**config.mk**
```make
export PLATFORM = sky130hd
export DESIGN_NAME = bidir_ring
export DESIGN_NICKNAME = d
export VERILOG_FILES = /design/src/rtl/ring_pkg.sv /design/src/rtl/ring_route.sv /design/src/rtl/ring_stop.sv /design/src/rtl/bidir_ring.sv
export SDC_FILE = /design/constraint.sdc
export NUM_CORES = 1
export LEC_CHECK = 0
export ABC_AREA = 1
export BUFFER_PORTS_ARGS = -buffer_cell sky130_fd_sc_hd__buf_2
export CELL_PAD_IN_SITES_DETAIL_PLACEMENT = 1
export CELL_PAD_IN_SITES_GLOBAL_PLACEMENT = 2
export CORE_ASPECT_RATIO = 1.25
export CORE_MARGIN = 2
export CORE_UTILIZATION = 36
export CTS_CLUSTER_DIAMETER = 30
export CTS_CLUSTER_SIZE = 16
export DETAILED_ROUTE_END_ITERATION = 8
export PLACE_DENSITY = 0.95
export SYNTH_ARGS = -nofsm -noshare
export SYNTH_HDL_FRONTEND = slang
export SYNTH_HIERARCHICAL = 1
export SYNTH_SLANG_ARGS = --single-unit
```
**constraint.sdc**
```tcl
create_clock -name clk_i -period 6.65 [get_ports clk_i]
set_input_delay 1.6625 -clock clk_i [delete_from_list [all_inputs] [get_ports clk_i]]
set_output_delay 1.6625 -clock clk_i [all_outputs]
set_load 0.05 [all_outputs]
```
**src/rtl/ring_pkg.sv**
```systemverilog
package ring_pkg;
  localparam int STOP_W = 3;
  localparam int TAG_W  = 4;
  localparam int DATA_W = 32;

  typedef struct packed {
    logic              vld;
    logic [STOP_W-1:0] dst;
    logic [STOP_W-1:0] src;
    logic [TAG_W-1:0]  tag;
    logic [DATA_W-1:0] data;
  } pkt_t;
endpackage

```
**src/rtl/ring_route.sv**
```systemverilog
module ring_route import ring_pkg::*; #(
  parameter int N_STOPS = 5,
  parameter int ID      = 0
) (
  input  logic [STOP_W-1:0] dst_i,
  output logic              use_ccw_o
);
  localparam int unsigned NS  = N_STOPS;
  localparam int unsigned OFS = N_STOPS - ID;

  int unsigned cw_hops;

  always_comb begin
    cw_hops   = (32'(dst_i) + OFS) % NS;
    use_ccw_o = (2 * cw_hops) > NS;  // tie stays clockwise
  end
endmodule

```
**src/rtl/ring_stop.sv**
```systemverilog
module ring_stop import ring_pkg::*; #(
  parameter int N_STOPS = 5,
  parameter int ID      = 0,
  parameter bit LITE    = 1'b0
) (
  input  logic              clk_i,
  input  logic              rst_ni,
  input  pkt_t              cw_i,
  input  pkt_t              ccw_i,
  output pkt_t              cw_o,
  output pkt_t              ccw_o,
  input  logic              inj_valid_i,
  output logic              inj_ready_o,
  input  logic [STOP_W-1:0] inj_dst_i,
  input  logic [TAG_W-1:0]  inj_tag_i,
  input  logic [DATA_W-1:0] inj_data_i,
  output logic              ej_valid_o,
  input  logic              ej_ready_i,
  output logic [STOP_W-1:0] ej_src_o,
  output logic [TAG_W-1:0]  ej_tag_o,
  output logic [DATA_W-1:0] ej_data_o
);
  localparam logic [STOP_W-1:0] MY_ID = STOP_W'(ID);

  logic use_ccw, hit_cw, hit_ccw, take_cw, take_ccw;
  logic free_cw, free_ccw, fire;
  pkt_t inj_pkt, cw_d, ccw_d;

  ring_route #(.N_STOPS(N_STOPS), .ID(ID)) u_route (
    .dst_i    (inj_dst_i),
    .use_ccw_o(use_ccw)
  );

  always_comb begin
    hit_cw     = cw_i.vld && (cw_i.dst == MY_ID);
    hit_ccw    = ccw_i.vld && (ccw_i.dst == MY_ID);
    take_cw    = hit_cw && ej_ready_i;
    take_ccw   = hit_ccw && !hit_cw && ej_ready_i;  // clockwise wins the port
    ej_valid_o = hit_cw || hit_ccw;
    ej_src_o   = hit_cw ? cw_i.src  : ccw_i.src;
    ej_tag_o   = hit_cw ? cw_i.tag  : ccw_i.tag;
    ej_data_o  = hit_cw ? cw_i.data : ccw_i.data;
  end

  // reduced stop: no same-cycle slot reuse
  if (LITE) begin : g_lite
    assign free_cw  = !cw_i.vld;
    assign free_ccw = !ccw_i.vld;
  end else begin : g_full
    assign free_cw  = !cw_i.vld || take_cw;
    assign free_ccw = !ccw_i.vld || take_ccw;
  end

  always_comb begin
    inj_ready_o = use_ccw ? free_ccw : free_cw;
    fire        = inj_valid_i && inj_ready_o;
    inj_pkt     = '{vld: 1'b1, dst: inj_dst_i, src: MY_ID, tag: inj_tag_i, data: inj_data_i};

    if (fire && !use_ccw) cw_d = inj_pkt;
    else if (take_cw)     cw_d = '0;
    else                  cw_d = cw_i;

    if (fire && use_ccw)  ccw_d = inj_pkt;
    else if (take_ccw)    ccw_d = '0;
    else                  ccw_d = ccw_i;
  end

  always_ff @(posedge clk_i or negedge rst_ni) begin
    if (!rst_ni) begin
      cw_o  <= '0;
      ccw_o <= '0;
    end else begin
      cw_o  <= cw_d;
      ccw_o <= ccw_d;
    end
  end
endmodule

```
**src/rtl/bidir_ring.sv**
```systemverilog
module bidir_ring import ring_pkg::*; #(
  parameter int N_STOPS = 5
) (
  input  logic                             clk_i,
  input  logic                             rst_ni,
  input  logic [N_STOPS-1:0]               inj_valid_i,
  output logic [N_STOPS-1:0]               inj_ready_o,
  input  logic [N_STOPS-1:0][STOP_W-1:0]   inj_dst_i,
  input  logic [N_STOPS-1:0][TAG_W-1:0]    inj_tag_i,
  input  logic [N_STOPS-1:0][DATA_W-1:0]   inj_data_i,
  output logic [N_STOPS-1:0]               ej_valid_o,
  input  logic [N_STOPS-1:0]               ej_ready_i,
  output logic [N_STOPS-1:0][STOP_W-1:0]   ej_src_o,
  output logic [N_STOPS-1:0][TAG_W-1:0]    ej_tag_o,
  output logic [N_STOPS-1:0][DATA_W-1:0]   ej_data_o
);
  localparam int HOST_ID = N_STOPS - 1;

  pkt_t cw_q  [N_STOPS];
  pkt_t ccw_q [N_STOPS];
  logic [N_STOPS-1:0] cw_vld, ccw_vld;

  for (genvar i = 0; i < N_STOPS; i++) begin : g_stop
    localparam int PRV = (i + N_STOPS - 1) % N_STOPS;
    localparam int NXT = (i + 1) % N_STOPS;

    ring_stop #(.N_STOPS(N_STOPS), .ID(i), .LITE(i == HOST_ID)) u_stop (
      .clk_i      (clk_i),
      .rst_ni     (rst_ni),
      .cw_i       (cw_q[PRV]),
      .ccw_i      (ccw_q[NXT]),
      .cw_o       (cw_q[i]),
      .ccw_o      (ccw_q[i]),
      .inj_valid_i(inj_valid_i[i]),
      .inj_ready_o(inj_ready_o[i]),
      .inj_dst_i  (inj_dst_i[i]),
      .inj_tag_i  (inj_tag_i[i]),
      .inj_data_i (inj_data_i[i]),
      .ej_valid_o (ej_valid_o[i]),
      .ej_ready_i (ej_ready_i[i]),
      .ej_src_o   (ej_src_o[i]),
      .ej_tag_o   (ej_tag_o[i]),
      .ej_data_o  (ej_data_o[i])
    );

    assign cw_vld[i]  = cw_q[i].vld;
    assign ccw_vld[i] = ccw_q[i].vld;
  end
endmodule

```
==> metrics.md, run 1 <==
| Metric | Value |
|---|---|
| Outcome | finished, final reports clean |
| Global placer's final weighted congestion | 0.932 |
| Register bit total from synthesis | 430 |
| Total CTS buffers | 107 |
| Syn Std Cell Area | 0.0233 mm2 |
| Avg Inst Size Synth | 8.13 um2 |
| Post-DP HPWL | 81.3 mm |
| First-pass GRT wire length | 175 mm |
| Slew headroom | 25.0% |
| Final TNS setup | 0 ps |
| Slowest library cell on the worst path | ha_1 |
| Mapped Nets | 3,107 |
| Total Nets Final | 3,406 |
| DIE WIDTH | 232 um |
| CTS H-tree depth | 3 |
| Most common cell type on the critical path | nand2_1 |
| Synth area leaders | dfrtp_1 (46%), nand2_1 (18%), nand4_1 (7.4%), o311ai_0 (7.2%), nand3_1 (3.0%) |
| Core footprint | 0.0643 mm2 |
| Layout cells sized above 1 | 24.3% |
| Arr. time, crit path | 4160 ps |
| Final ANT Viol Nets | 0 |
| Post-cts repair resize count | 0 |
| Initial core utilization | 36.3% |
| Clock period minus worst slack | 5830 ps |
| Wirelength, routed | 123 mm |
| Post-synthesis cell type count | 42 |
| Area grow syn2layout | 26.0% |
| Largest stage delay, worst path | 380 ps |
| Final instance area | 0.0294 mm2 |
| Leading cell type in the layout, fill and taps excluded | nand2_1 |
| Slew Limit Fails | 0 |
| Buffers on Ports | 411 |
| CP Launch Point | inj_dst_i[10] |
| Die area | 0.0669 mm2 |
| CP required | 4990 ps |
| Final Core Density | 45.7% |
| Rows | 104 |
| Crit-path cells | buf_2 -> inv_1 -> ha_1 -> inv_2 -> nand2_1 -> nand2_1 -> nand2_1 -> nand2_2 -> inv_2 -> nand2_2 -> nand2_1 -> ha_1 -> inv_1 -> nand2_1 -> nor2_1 -> and2_1 -> nand2_1 -> nand2_1 -> nand2_1 -> nor2_1 -> a31oi_1 -> buf_12 |
| Max FO, Critical Path | 10 |
| Boundary Pins | 412 |
| Die height | 289 um |
| Vias/cell | 6.09 |
| Synth Warn # | 6 |
| Grt total ovfl | 0 |
| Largest net degree at the start of global routing | 129 |
| GRT Total Usage | 35.8% |
| Post-synth top area cell | dfrtp_1 |
| Setup Crit Path Kind | in2out |
| Crit end category | output pin |
| Routed WL per cell | 29.7 um |
| Dpl ws | 819 ps |
| CTS sink cnt | 430 |
| RSZ-0062 raised after global routing | no |
| Cts hold-fix bufs | 0 |
| Sequential area share after synthesis | 46.1% |
| DRT Pass-1 Iters | 6 |
| Register-to-register setup slack | 3160 ps |
| Clk_skew | 21.6 ps |
| 1st-iter DRT viols | 2,590 |
| DRC Markers | 0 |
| LEAKAGE | 15.6 nW |
| Startpoint Class | primary input |
| Root Buffer Master | clkbuf_16 |
| Synth top area share | 46.1% |
| Post-route setup slack | 824 ps |
| Pwr/cell area | 645 mW/mm2 |
| Max Root-Sink Buffers | 3 |
| Via count | 25,100 |
| Postcts setup bufs | 0 |
| Max Freq | 172 MHz |
| Final setup vio count | 0 |
| Worst slew pin tran | 1120 ps |
| Worst-Skew Late Latency | 660 ps |
| Fin. Hold Viols | 0 |
| Final period util | 87.6% |
| Max-cap violations | 0 |
| Reg2reg start | g_stop[3].u_stop/cw_o[40] |
| Post-Synthesis Cells | 2,871 |
| Most frequent cells in the layout | nand2_1 (1,135), dfrtp_1 (430), buf_2 (408) |
| Min-Delay Startpoint | g_stop[2].u_stop/ccw_o[41] |
| TritonCTS clock tree | done |
| Vias in the first global route | 25,900 |
| Placed cell areas | 0.0256 mm2 |
| Worst vdd ir | 0.000404 V |
| Initial antenna violation count | 29 |
| Clk slew on worst S/H paths | 40 ps |
| Hold WC Path Type | reg2reg |
[critical path: cells and delay by family]
family                     cells  cell delay, ps
buffers and inverters          6             700
AOI/OAI and AO/OA              1             320
adders and majority gates      2             650
and+or+nand+nor               13             810
[sequential cells by signal (all words and copies together) (netlist names)]
register / flops
g_stop.u_stop/ccw_o: 215
g_stop.u_stop/cw_o: 215
[area by class of cell]
| class | instances | area, um2 |
|---|---|---|
| Fill cell | 7780 | 34900 |
| Sequential cell | 430 | 10800 |
| Multi-Input combinational cell | 2030 | 10700 |
| Clock buffer | 136 | 2990 |
| Timing Repair Buffer | 460 | 2510 |
| Tap cell | 848 | 1060 |
| Clock inverter | 62 | 774 |
| Inverter | 141 | 538 |
| Antenna cell | 23 | 57.6 |
[metrics by stage]
stage / total power (W) / hold slack [ps] / cells
3_5_place_dp: 0.0133 / 466 / 3909
4_1_cts: 0.0188 / 488 / 4107
2_1_floorplan: 0.0101 / 442 / 2871
5_1_grt: 0.0196 / 510 / 4127
3_3_place_gp: 0.0132 / 450 / 3909
6_report: 0.0190 / 489 / 4130
[cell usage after synthesis]
cell        instances
a21boi_0            1
buf_1              16
nor2_1             26
nand2_4            15
nand3_2            18
xnor2_1             2
inv_4               2
nand2_1          1137
o211ai_2            1
nand4_1           276
nor2_8              1
o311ai_0          191
buf_6              26
buf_2              75
nand3b_1            3
a21oi_1             6
nand3_4             1
a31oi_1             1
dfrtp_1           430
o21ai_4             1
a21oi_2             1
nand2_2            27
nand3_1           142
o21ai_0            50
nor3_1              2
ha_1               29
o21ai_2             1
nor2_4              1
clkbuf_1          134
inv_2              22
mux2_2             39
and2_4              1
buf_4               9
clkinv_1            2
clkbuf_2           10
o311ai_1           39
clkinvlp_4          1
and2_1              1
inv_1             114
o21ai_1            11
nor2_2              5
nand4_2             1
[cells by family (layout without fill, tap and decap cells)]
| group | count (synthesis) | after routing | synth area share, % |
|---|---|---|---|
| compound gates | 303 | 303 | 10.3 |
| xor+xnor | 2 | 2 | 0.0751 |
| fa+ha+maj | 29 | 29 | 1.55 |
| buf+inv | 411 | 799 | 8.08 |
| flops | 430 | 430 | 46.1 |
| mux | 39 | 39 | 1.88 |
| other cells | 0 | 23 | 0 |
| simple gates | 1657 | 1657 | 32.0 |
[path summary, 6_finish.rpt]
check,end,cells past startpoint
worst max-delay path,inj_ready_o[3],22
worst min-delay path,g_stop[1].u_stop/ccw_o[41],2
worst max register to register,g_stop[4].u_stop/cw_o[13],5
worst min register to register,g_stop[1].u_stop/ccw_o[41],2
max in group asynchronous,g_stop[3].u_stop/ccw_o[28],2
min in group asynchronous,g_stop[0].u_stop/cw_o[11],1
[report_power, final]
| part | internal [W] | switching [W] | total (W) |
|---|---|---|---|
| logic | 0.00188 | 0.00685 | 0.00872 |
| registers | 0.00385 | 0.000973 | 0.00482 |
| clock network | 0.00369 | 0.00172 | 0.00541 |
| total | 0.00941 | 0.00954 | 0.0190 |
[layer usage]
layer	GRT usage [%]	vias up	part of all wire [%]
met2	58.9	1542	48
li1	-	10500	-
met3	5.61	406	7.5
met1	40.3	12600	35
met4	32.2	8	9.6
met5	0	-	0.041
Power figures use the tool's default switching activity.
==> run 2: changes to the inputs <==
BUFFER_PORTS_ARGS = -buffer_cell sky130_fd_sc_hd__buf_4   (was -buffer_cell sky130_fd_sc_hd__buf_2)
==> metrics.md, run 2 (synthesized netlist as in run 1, its figures left out) <==
| Metric | Value |
|---|---|
| Most common cell type on the critical path | nand2_1 |
| Rows | 104 (unchanged) |
| Worst slew pin tran | 1120 ps (+0.192 ps) |
| Largest regs | g_stop.u_stop/ccw_o: 215 flops, g_stop.u_stop/cw_o: 215 flops |
| Worst-Skew Late Latency | 650 ps (about the same) |
| Total CTS buffers | 104 (-2.8%) |
| Max Root-Sink Buffers | 3 (unchanged) |
| Root Buffer Master | clkbuf_16 |
| Vias in the first global route | 26,400 (+2.2%) |
| RSZ-0062 raised after global routing | no |
| Worst vdd ir | 0.000430 V (+6.3%) |
| CP required | 4990 ps (about the same) |
| DRT Pass-1 Iters | 6 (unchanged) |
| Fill count | 7,584 (-2.5%) |
| Max Freq | 170 MHz (-0.72%) |
| Final TNS setup | 0 ps (unchanged) |
| Startpoint Class | primary input |
| DIE WIDTH | 232 um (unchanged) |
| CP bufs+invs | 6 (unchanged) |
| Clk slew on worst S/H paths | 50 ps (about the same) |
| CTS sink cnt | 430 (unchanged) |
| Postcts setup bufs | 0 (unchanged) |
| Leading cell type in the layout, fill and taps excluded | nand2_1 |
| Initial core utilization | 36.3% (unchanged) |
| Setup Crit Path Kind | in2out |
| Routed WL per cell | 30.1 um (+1.3%) |
| Hold WC Path Type | reg2reg |
| Slew Limit Fails | 0 (unchanged) |
| Arr. time, crit path | 4210 ps (+50 ps) |
| Max-cap violations | 0 (unchanged) |
| Die area | 0.0669 mm2 (unchanged) |
| Vias/cell | 6.12 (+0.50%) |
| Post-route setup slack | 781 ps (-42.4 ps) |
| Post-cts repair resize count | 0 (unchanged) |
| GRT Total Usage | 36.5% (+0.63 points) |
| Die height | 289 um (unchanged) |
| Via count | 25,200 (+0.28%) |
| Grt total ovfl | 0 (unchanged) |
| Crit end category | output pin |
| Most frequent cells in the layout | nand2_1 (1,135), buf_4 (455), dfrtp_1 (430) |
| Post-DP HPWL | 83.5 mm (+2.7%) |
| Wirelength, routed | 124 mm (+1.1%) |
| Top delay family on crit path | simple AND/OR/NAND/NOR gates |
| Initial antenna violation count | 18 (-38%) |
| Final period util | 88.2% (+0.64 points) |
| Register-to-register setup slack | 3270 ps (+110 ps) |
| Total Nets Final | 3,403 (-0.088%) |
| Cts hold-fix bufs | 0 (unchanged) |
| Core footprint | 0.0643 mm2 (unchanged) |
| First-pass GRT wire length | 178 mm (+2.1%) |
| Overall power | 0.0195 W (+2.9%) |
| LEAKAGE | 15.8 nW (+1.6%) |
| CTS H-tree depth | 3 (unchanged) |
| Clk_skew | 24.1 ps (+2.57 ps) |
| Layout cells sized above 1 | 24.1% (-0.15 points) |
| Dpl ws | 763 ps (-56.4 ps) |
| Final ANT Viol Nets | 0 (unchanged) |
| Fin. Hold Viols | 0 (unchanged) |
| Outcome | finished, final reports clean |
| Max FO, Critical Path | 10 (unchanged) |
| Largest stage delay, worst path | 370 ps (about the same) |
| Final setup vio count | 0 (unchanged) |
| DRC Markers | 0 (unchanged) |
| Crit-path cells | buf_4 -> inv_1 -> ha_1 -> inv_2 -> nand2_1 -> nand2_1 -> nand2_1 -> nand2_2 -> inv_2 -> nand2_2 -> nand2_1 -> ha_1 -> inv_1 -> nand2_1 -> nor2_1 -> and2_1 -> nand2_1 -> nand2_1 -> nand2_1 -> nor2_1 -> a31oi_1 -> buf_4 |
| Global placer's final weighted congestion | 0.958 (+2.9%) |
| Largest net degree at the start of global routing | 129 (unchanged) |
| Area grow syn2layout | 30.1% |
| Boundary Pins | 412 (unchanged) |
| Slowest library cell on the worst path | ha_1 |
| Clock period minus worst slack | 5870 ps (+42.4 ps) |
| TritonCTS clock tree | done |
| Slew headroom | 25.0% (+0.079 points) |
| Pwr/cell area | 642 mW/mm2 (-0.36%) |
| Buffers on Ports | 411 (unchanged) |
| 1st-iter DRT viols | 3,087 (+19%) |
[run 2: layout make-up]
type | count | area, um2 | area share [%]
multi-input combinational | 2030 | 10700 | 35.3
sequential | 430 | 10800 | 35.4
inverter | 141 | 538 | 1.77
tap | 848 | 1060 | 3.49
antenna | 18 | 45.0 | 0.148
clock inverter | 63 | 856 | 2.82
clock buffer | 131 | 2890 | 9.51
timing repair buffer | 460 | 3510 | 11.6
[run 2: worst paths after layout]
kind,start,end,depth (start not counted)
max in group asynchronous,rst_ni,g_stop[3].u_stop/ccw_o[27],2
worst max register to register,g_stop[3].u_stop/cw_o[42],g_stop[4].u_stop/cw_o[7],6
worst min-delay path,g_stop[2].u_stop/ccw_o[41],g_stop[1].u_stop/ccw_o[41],2
worst min register to register,g_stop[2].u_stop/ccw_o[41],g_stop[1].u_stop/ccw_o[41],2
min in group asynchronous,rst_ni,g_stop[1].u_stop/ccw_o[10],1
worst max-delay path,inj_dst_i[10],inj_ready_o[3],22
[run 2: tightest hold or removal path: stages (launching register included)]
cell     delay, ps
dfrtp_1        340
nand2_1         60
nand2_1         60
[run 2: metrics by stage]
stage | hold slack [ps] | cells | cell area [um2] | utilization, %
final | 492 | 4121 | 30400 | 47.2
after global placement | 460 | 3909 | 26600 | 41.3
after floorplan | 442 | 2871 | 23300 | -
after detailed placement | 462 | 3909 | 26600 | 41.3
after CTS | 479 | 4103 | 30300 | 47.2
after global routing | 525 | 4115 | 30400 | 47.2
[run 2: power by group]
| group | leakage [nW] | internal [W] | switching (W) |
|---|---|---|---|
| Clock | 1.82 | 0.00372 | 0.00169 |
| Combinational | 8.49 | 0.00232 | 0.00692 |
| Sequential | 5.50 | 0.00385 | 0.00101 |
| Total | 15.8 | 0.00988 | 0.00962 |
[run 2: layer usage]
| metal | global-route usage, % | vias up | part of all wire, % |
|---|---|---|---|
| met3 | 6.11 | 408 | 8.1 |
| li1 | - | 10500 | - |
| met5 | 0 | - | 0.011 |
| met1 | 40.5 | 12700 | 34 |
| met4 | 32.0 | 2 | 9.7 |
| met2 | 60.6 | 1571 | 48 |
